### src/rtl/zdb_out_pkg.sv
package zdb_out_pkg;

  localparam int NUM_BANKS    = 4;
  localparam int SEL_W        = 4;
  localparam int DIV_LOG2_MAX = 2;
  localparam int CNT_W        = DIV_LOG2_MAX + 1;
  localparam int FB_BANK      = 1;

  typedef enum logic [1:0] {
    BM_DIV1 = 2'd0,
    BM_DIV2 = 2'd1,
    BM_DIV4 = 2'd2,
    BM_INV  = 2'd3
  } bank_mode_e;

  function automatic logic tri_low(input logic [1:0] c);
    return c == 2'b00;
  endfunction

  function automatic logic tri_high(input logic [1:0] c);
    return c == 2'b10;
  endfunction

  function automatic logic tri_mid(input logic [1:0] c);
    return c[0];
  endfunction

  function automatic logic code_ll(input logic [SEL_W-1:0] s);
    return tri_low(s[1:0]) && tri_low(s[3:2]);
  endfunction

  function automatic logic code_hh(input logic [SEL_W-1:0] s);
    return tri_high(s[1:0]) && tri_high(s[3:2]);
  endfunction

  function automatic bank_mode_e bank3_decode(input logic [SEL_W-1:0] s);
    if (code_ll(s)) return BM_DIV2;
    if (code_hh(s)) return BM_DIV4;
    return BM_DIV1;
  endfunction

  function automatic bank_mode_e bank4_decode(input logic [SEL_W-1:0] s);
    if (code_ll(s)) return BM_DIV2;
    if (code_hh(s)) return BM_INV;
    return BM_DIV1;
  endfunction

  // Non-inverted levels are all low at the terminal count and all rise together after it.
  function automatic logic bank_level(input bank_mode_e m, input logic [CNT_W-1:0] c);
    case (m)
      BM_DIV2: return ~c[1];
      BM_DIV4: return ~c[DIV_LOG2_MAX];
      BM_INV:  return c[0];
      default: return ~c[0];
    endcase
  endfunction

endpackage

### src/rtl/zdb_phase_ctr.sv
module zdb_phase_ctr #(
  parameter int CNT_W = 3
) (
  input  logic             clk,
  input  logic             rst_n,
  output logic [CNT_W-1:0] cnt,
  output logic             tc
);

  always_ff @(posedge clk) begin
    if (!rst_n) cnt <= '0;
    else        cnt <= cnt + 1'b1;
  end

  assign tc = &cnt;

endmodule

### src/rtl/zdb_bank_gate.sv
module zdb_bank_gate (
  input  logic clk,
  input  logic rst_n,
  input  logic lvl,
  input  logic park,
  input  logic want,
  input  logic byp,
  input  logic ref_lvl,
  output logic run,
  output logic q
);

  logic run_nxt;

  // The run flag may only change while the natural level equals the rest level.
  assign run_nxt = (lvl == park) ? want : run;

  always_ff @(posedge clk) begin
    if (!rst_n) begin
      run <= 1'b0;
      q   <= 1'b0;
    end else begin
      run <= run_nxt;
      q   <= byp ? ref_lvl : (run_nxt ? lvl : park);
    end
  end

endmodule

### src/rtl/zdb_bank_out.sv
module zdb_bank_out
  import zdb_out_pkg::*;
#(
  parameter int OUTS_PER_BANK = 2
) (
  input  logic                         clk,
  input  logic                         rst_n,
  input  logic                         ref_clk,
  input  logic [1:0]                   test_sel,
  input  logic                         soe_n,
  input  logic                         pol_sel,
  input  logic [NUM_BANKS*SEL_W-1:0]   f_sel,
  output logic [OUTS_PER_BANK-1:0]     q_b1,
  output logic [OUTS_PER_BANK-1:0]     q_b2,
  output logic [OUTS_PER_BANK-1:0]     q_b3,
  output logic [OUTS_PER_BANK-1:0]     q_b4
);

  logic [CNT_W-1:0]     cnt;
  logic                 tc;
  bank_mode_e           div3_mode, div4_mode;
  bank_mode_e           mode_vec [NUM_BANKS];
  logic                 byp, dis_mode, ref_lvl;
  logic [NUM_BANKS-1:0] lvl_vec, park_vec, want_vec, run_vec, bank_q;

  zdb_phase_ctr #(.CNT_W(CNT_W)) u_ctr (
    .clk   (clk),
    .rst_n (rst_n),
    .cnt   (cnt),
    .tc    (tc)
  );

  // Select codes are captured only at the terminal count.
  always_ff @(posedge clk) begin
    if (!rst_n) begin
      div3_mode <= BM_DIV1;
      div4_mode <= BM_DIV1;
    end else if (tc) begin
      div3_mode <= bank3_decode(f_sel[2*SEL_W +: SEL_W]);
      div4_mode <= bank4_decode(f_sel[3*SEL_W +: SEL_W]);
    end
  end

  always_comb begin
    mode_vec[0] = BM_DIV1;
    mode_vec[1] = BM_DIV1;
    mode_vec[2] = div3_mode;
    mode_vec[3] = div4_mode;
  end

  assign byp      = tri_high(test_sel) || (tri_mid(test_sel) && !soe_n);
  assign dis_mode = tri_mid(test_sel) && soe_n;
  assign ref_lvl  = ref_clk ~^ pol_sel;

  for (genvar b = 0; b < NUM_BANKS; b++) begin : g_bank
    assign lvl_vec[b]  = bank_level(mode_vec[b], cnt);
    assign park_vec[b] = (mode_vec[b] == BM_INV) ? pol_sel : 1'b0;
    if (b == FB_BANK) begin : g_fb
      assign want_vec[b] = dis_mode ? !code_ll(f_sel[b*SEL_W +: SEL_W]) : 1'b1;
    end else begin : g_std
      assign want_vec[b] = dis_mode ? !code_ll(f_sel[b*SEL_W +: SEL_W]) : !soe_n;
    end
    zdb_bank_gate u_gate (
      .clk     (clk),
      .rst_n   (rst_n),
      .lvl     (lvl_vec[b]),
      .park    (park_vec[b]),
      .want    (want_vec[b]),
      .byp     (byp),
      .ref_lvl (ref_lvl),
      .run     (run_vec[b]),
      .q       (bank_q[b])
    );
  end

  assign q_b1 = {OUTS_PER_BANK{bank_q[0]}};
  assign q_b2 = {OUTS_PER_BANK{bank_q[1]}};
  assign q_b3 = {OUTS_PER_BANK{bank_q[2]}};
  assign q_b4 = {OUTS_PER_BANK{bank_q[3]}};

endmodule

### config.mk
export PLATFORM = sky130hd
export DESIGN_NAME = zdb_bank_out
export DESIGN_NICKNAME = d
export VERILOG_FILES = /design/src/rtl/zdb_out_pkg.sv /design/src/rtl/zdb_phase_ctr.sv /design/src/rtl/zdb_bank_gate.sv /design/src/rtl/zdb_bank_out.sv
export SDC_FILE = /design/constraint.sdc
export NUM_CORES = 1
export LEC_CHECK = 0
export BUFFER_PORTS_ARGS = -buffer_cell sky130_fd_sc_hd__buf_2
export CAP_MARGIN = 20
export CELL_PAD_IN_SITES_DETAIL_PLACEMENT = 2
export CELL_PAD_IN_SITES_GLOBAL_PLACEMENT = 2
export CORE_ASPECT_RATIO = 0.75
export CORE_UTILIZATION = 25
export CTS_BUF_LIST = sky130_fd_sc_hd__clkbuf_8
export CTS_CLUSTER_SIZE = 25
export DETAILED_ROUTE_END_ITERATION = 12
export PLACE_DENSITY = 0.81
export SYNTH_ARGS = -nofsm -noshare
export SYNTH_HDL_FRONTEND = slang
export SYNTH_SLANG_ARGS = --single-unit
### constraint.sdc
create_clock -name clk -period 1.15 [get_ports clk]
set_input_delay 0.345 -clock clk [delete_from_list [all_inputs] [get_ports clk]]
set_output_delay 0.345 -clock clk [all_outputs]
set_load 0.1 [all_outputs]
==> results.rst <==
.. list-table::
   :header-rows: 1

   * - Metric
     - Value
   * - Outcome
     - finished, violations left
   * - Failing checks
     - setup timing
   * - Path class of the lowest-slack min-delay path
     - primary input to flip-flop
   * - Number of warnings reported in the yosys synthesis log
     - 0
   * - H-Tree Level Count
     - 1
   * - Core area
     - 0.00306 mm^2
   * - Initial core utilization
     - 0.275
   * - Clock period minus final worst setup slack
     - 1.26 ns
   * - Max Clock Skew
     - 0.00392 ns
   * - Required time at the worst-slack endpoint
     - 1.32 ns
   * - Standard-cell rows
     - 17
   * - Synthesis-to-layout area growth
     - 61.6%
   * - Post-synth top cells
     - dfxtp_1 (15), a21oi_1 (8), buf_4 (8), o21ai_0 (8)
   * - Worst vdd rail ir drop
     - 0.000652 V
   * - Fraction of registers with async set or reset after synthesis
     - 0
   * - Clock root buffer master
     - clkbuf_8
   * - Hold buffers post-CTS
     - 0
   * - Total vias in the final route
     - 875
   * - Count of buffers inserted at the top-level ports
     - 30
   * - Bufs on Longest Clock Path
     - 2
   * - DRC violations left
     - 0
   * - Post-synthesis sequential area ratio
     - 0.357
   * - Maximum fanout along the worst path
     - 7
   * - Global router's overall resource usage
     - 0.205
   * - Flip-flop and latch count after synthesis
     - 15
   * - Finished Layout Cells
     - 175
   * - Largest net degree at the start of global routing
     - 13
   * - Worst Setup End Kind
     - flip-flop
   * - Die span in x
     - 69.0 um
   * - Leak Pwr
     - 0.000546 uW
   * - Via-to-Cell Ratio
     - 5.00
   * - CTS buffer count
     - 3
   * - Slowest cell on crit path
     - dfxtp_4
   * - Relative slew margins
     - 0.736
   * - Antenna Diode Count
     - 0
   * - Fraction of synthesized cell area taken by the top area cell type
     - 0.357
   * - Placed insts
     - 168
   * - Final count of negative-setup-slack endpoints
     - 4
   * - Initial antenna violation count
     - 0
   * - Critical path, cell by cell
     - ha_1 > ha_4 > or2b_1 > a21boi_2
   * - Number of nets at the end of the flow
     - 163
   * - Period Utilization, post-route
     - 1.10
   * - HPWL Detailed
     - 2210 um
   * - Number of nets produced by synthesis
     - 122
   * - Gate count after technology mapping
     - 97
   * - Netlist area before placement
     - 841 um^2
   * - Vias in the first global route
     - 1,030
   * - Pwr/cell area
     - 1100 mW/mm^2
   * - Final Max Slew Viols
     - 0
   * - Launching element type of the critical path
     - flip-flop
   * - Drt initial violations
     - 35
   * - Max Cap Viol
     - 0
   * - Arrival time at the worst endpoint
     - 1.43 ns
   * - Smallest setup slack after layout
     - -0.111 ns
   * - Latest clock arrival within the worst-skew pair
     - 0.25 ns
   * - Worst Tran Pin Value
     - 0.393 ns
   * - Largest cells by area after synthesis
     - dfxtp_1 (36%), buf_4 (7.1%), a21oi_1 (4.8%), mux2i_1 (4.8%), o21ai_0 (4.8%)
   * - Total global routing overflow
     - 0
   * - Most instantiated flip-flop cell in the synthesis netlist
     - dfxtp_1
   * - Per-instance average area after synthesis
     - 8.67 um^2
   * - Area of the die
     - 0.00360 mm^2
   * - Detailed-routing iteration count for the pre-antenna-repair pass
     - 3
   * - Routability-driven placement congestion ratio
     - 0.710
   * - Ratio of cells with drive above 1 in the final layout
     - 0.533
   * - Number of antenna-violating nets in the routed design
     - 0
   * - First-pass GRT wire length
     - 5250 um
   * - Worst-path clk slew
     - 0.06 ns
   * - Drt wl/cell
     - 18.1 um
   * - Total Power
     - 1490 uW
   * - Count of flip-flops with a built-in enable after synthesis
     - 0
   * - Height of the chip
     - 52.2 um
   * - Crit path kind
     - flip-flop to flip-flop
   * - Count of endpoints failing hold in the final timing report
     - 0
   * - Area of all placed cells without fillers
     - 0.00136 mm^2
   * - Total number of clock tree sinks
     - 15
   * - Most frequent cell after synthesis
     - dfxtp_1
   * - Maximum clock rate
     - 793 MHz
   * - Number of distinct library cells after synthesis
     - 30
   * - Clock tree from TritonCTS
     - yes
   * - I/O pin count
     - 31
   * - CP max stage delay
     - 0.36 ns
   * - Final WL
     - 3180 um
   * - Cell area reported after detailed placement
     - 0.00119 mm^2
   * - Cell type contributing the most total cell area after synthesis
     - dfxtp_1
   * - RSZ-0062 raised after global routing
     - yes
power by group:
| group | internal, uW | switching [uW] | leakage (uW) |
|---|---|---|---|
| logic | 194 | 275 | 0.000389 |
| clock network | 236 | 188 | 0.0000269 |
| registers | 550 | 45.8 | 0.000130 |
per-stage QoR:
stage / worst slack, ns / hold WS [ns] / setup TNS (ns) / util
final: -0.111 / 0.406 / -0.310 / 0.444
after global routing: -0.139 / 0.403 / -0.724 / 0.444
after CTS: -0.0881 / 0.397 / -0.232 / 0.428
after detailed placement: -0.204 / 0.503 / -1.29 / 0.389
after global placement: -0.162 / 0.471 / -0.698 / 0.389
after floorplan: 0.00751 / 0.447 / 0 / -
path summary, 6_finish.rpt:
path	depth (start not counted)	from	slack, ns	to
hold / removal	3	f_sel[9]	0.41	div3_mode[1]
hold reg to reg	2	flip-flop	0.50	g_bank[1].u_gate.q
setup reg to reg	4	u_ctr.cnt[0]	-0.11	div4_mode[0]
setup / recovery	4	u_ctr.cnt[0]	-0.11	div4_mode[0]
logic make-up (layout without fill, tap and decap cells):
| group | after synthesis | in the layout | synth area share |
|---|---|---|---|
| multiplexers | 4 | 4 | 0.0476 |
| AO/OA/AOI/OAI | 31 | 31 | 0.232 |
| adder cells (fa/ha/maj) | 2 | 2 | 0.0298 |
| AND/OR/NAND/NOR | 32 | 32 | 0.226 |
| buffers and inverters | 11 | 51 | 0.0863 |
| XOR/XNOR | 2 | 2 | 0.0208 |
| flip-flops | 15 | 15 | 0.357 |
what timing repair did:
item                       CTS  global route
pin swaps                    6             5
setup buffers                2             1
resized for setup           18            13
setup endpoints to repair   15            17
final cells by class:
cell class                 count  area (um^2)
timing repair buffer          46          403
clock buffer                   3         41.3
clock inverter                 1         3.75
tap                           38         47.5
fill                         328         1700
multi-input combinational     71          528
inverter                       1         3.75
sequential                    15          332
worst max-delay path, delay by kind of cell, from the launching register on:
family / cells / cell delay [ns]
compound gates: 1 / 0.16
simple gates: 1 / 0.25
flops: 1 / 0.36
fa+ha+maj: 2 / 0.41
layer usage:
metal | GRT usage | vias to the layer above | routed length [um]
met5 | 0 | - | 0
met4 | 0.0408 | 0 | 27
met3 | 0.0261 | 2 | 73
met2 | 0.375 | 24 | 1740
met1 | 0.254 | 421 | 1340
li1 | - | 428 | -
layout by cell type (no fill, tap or decap):
cell type,n
or2b_1,1
o41a_1,1
and3_1,1
nand2b_1,3
nand3b_1,2
xnor2_1,2
a21boi_0,1
nand3_1,3
nand2b_4,2
dfxtp_1,4
nand4_1,2
a21boi_2,2
and2_1,2
a21oi_1,4
buf_4,15
clkbuf_8,3
a21oi_2,4
or2_2,1
nor4_1,2
nor2b_1,5
nand2_1,2
ha_1,1
buf_2,22
inv_1,2
dfxtp_2,4
a31oi_1,4
a21boi_1,2
buf_12,9
a21o_1,1
mux2i_1,4
o31ai_2,2
nor2_1,4
ha_4,1
o21ba_2,1
dfxtp_4,7
or3b_1,2
o21ai_0,8
o41ai_1,1
Power figures use the tool's default switching activity.
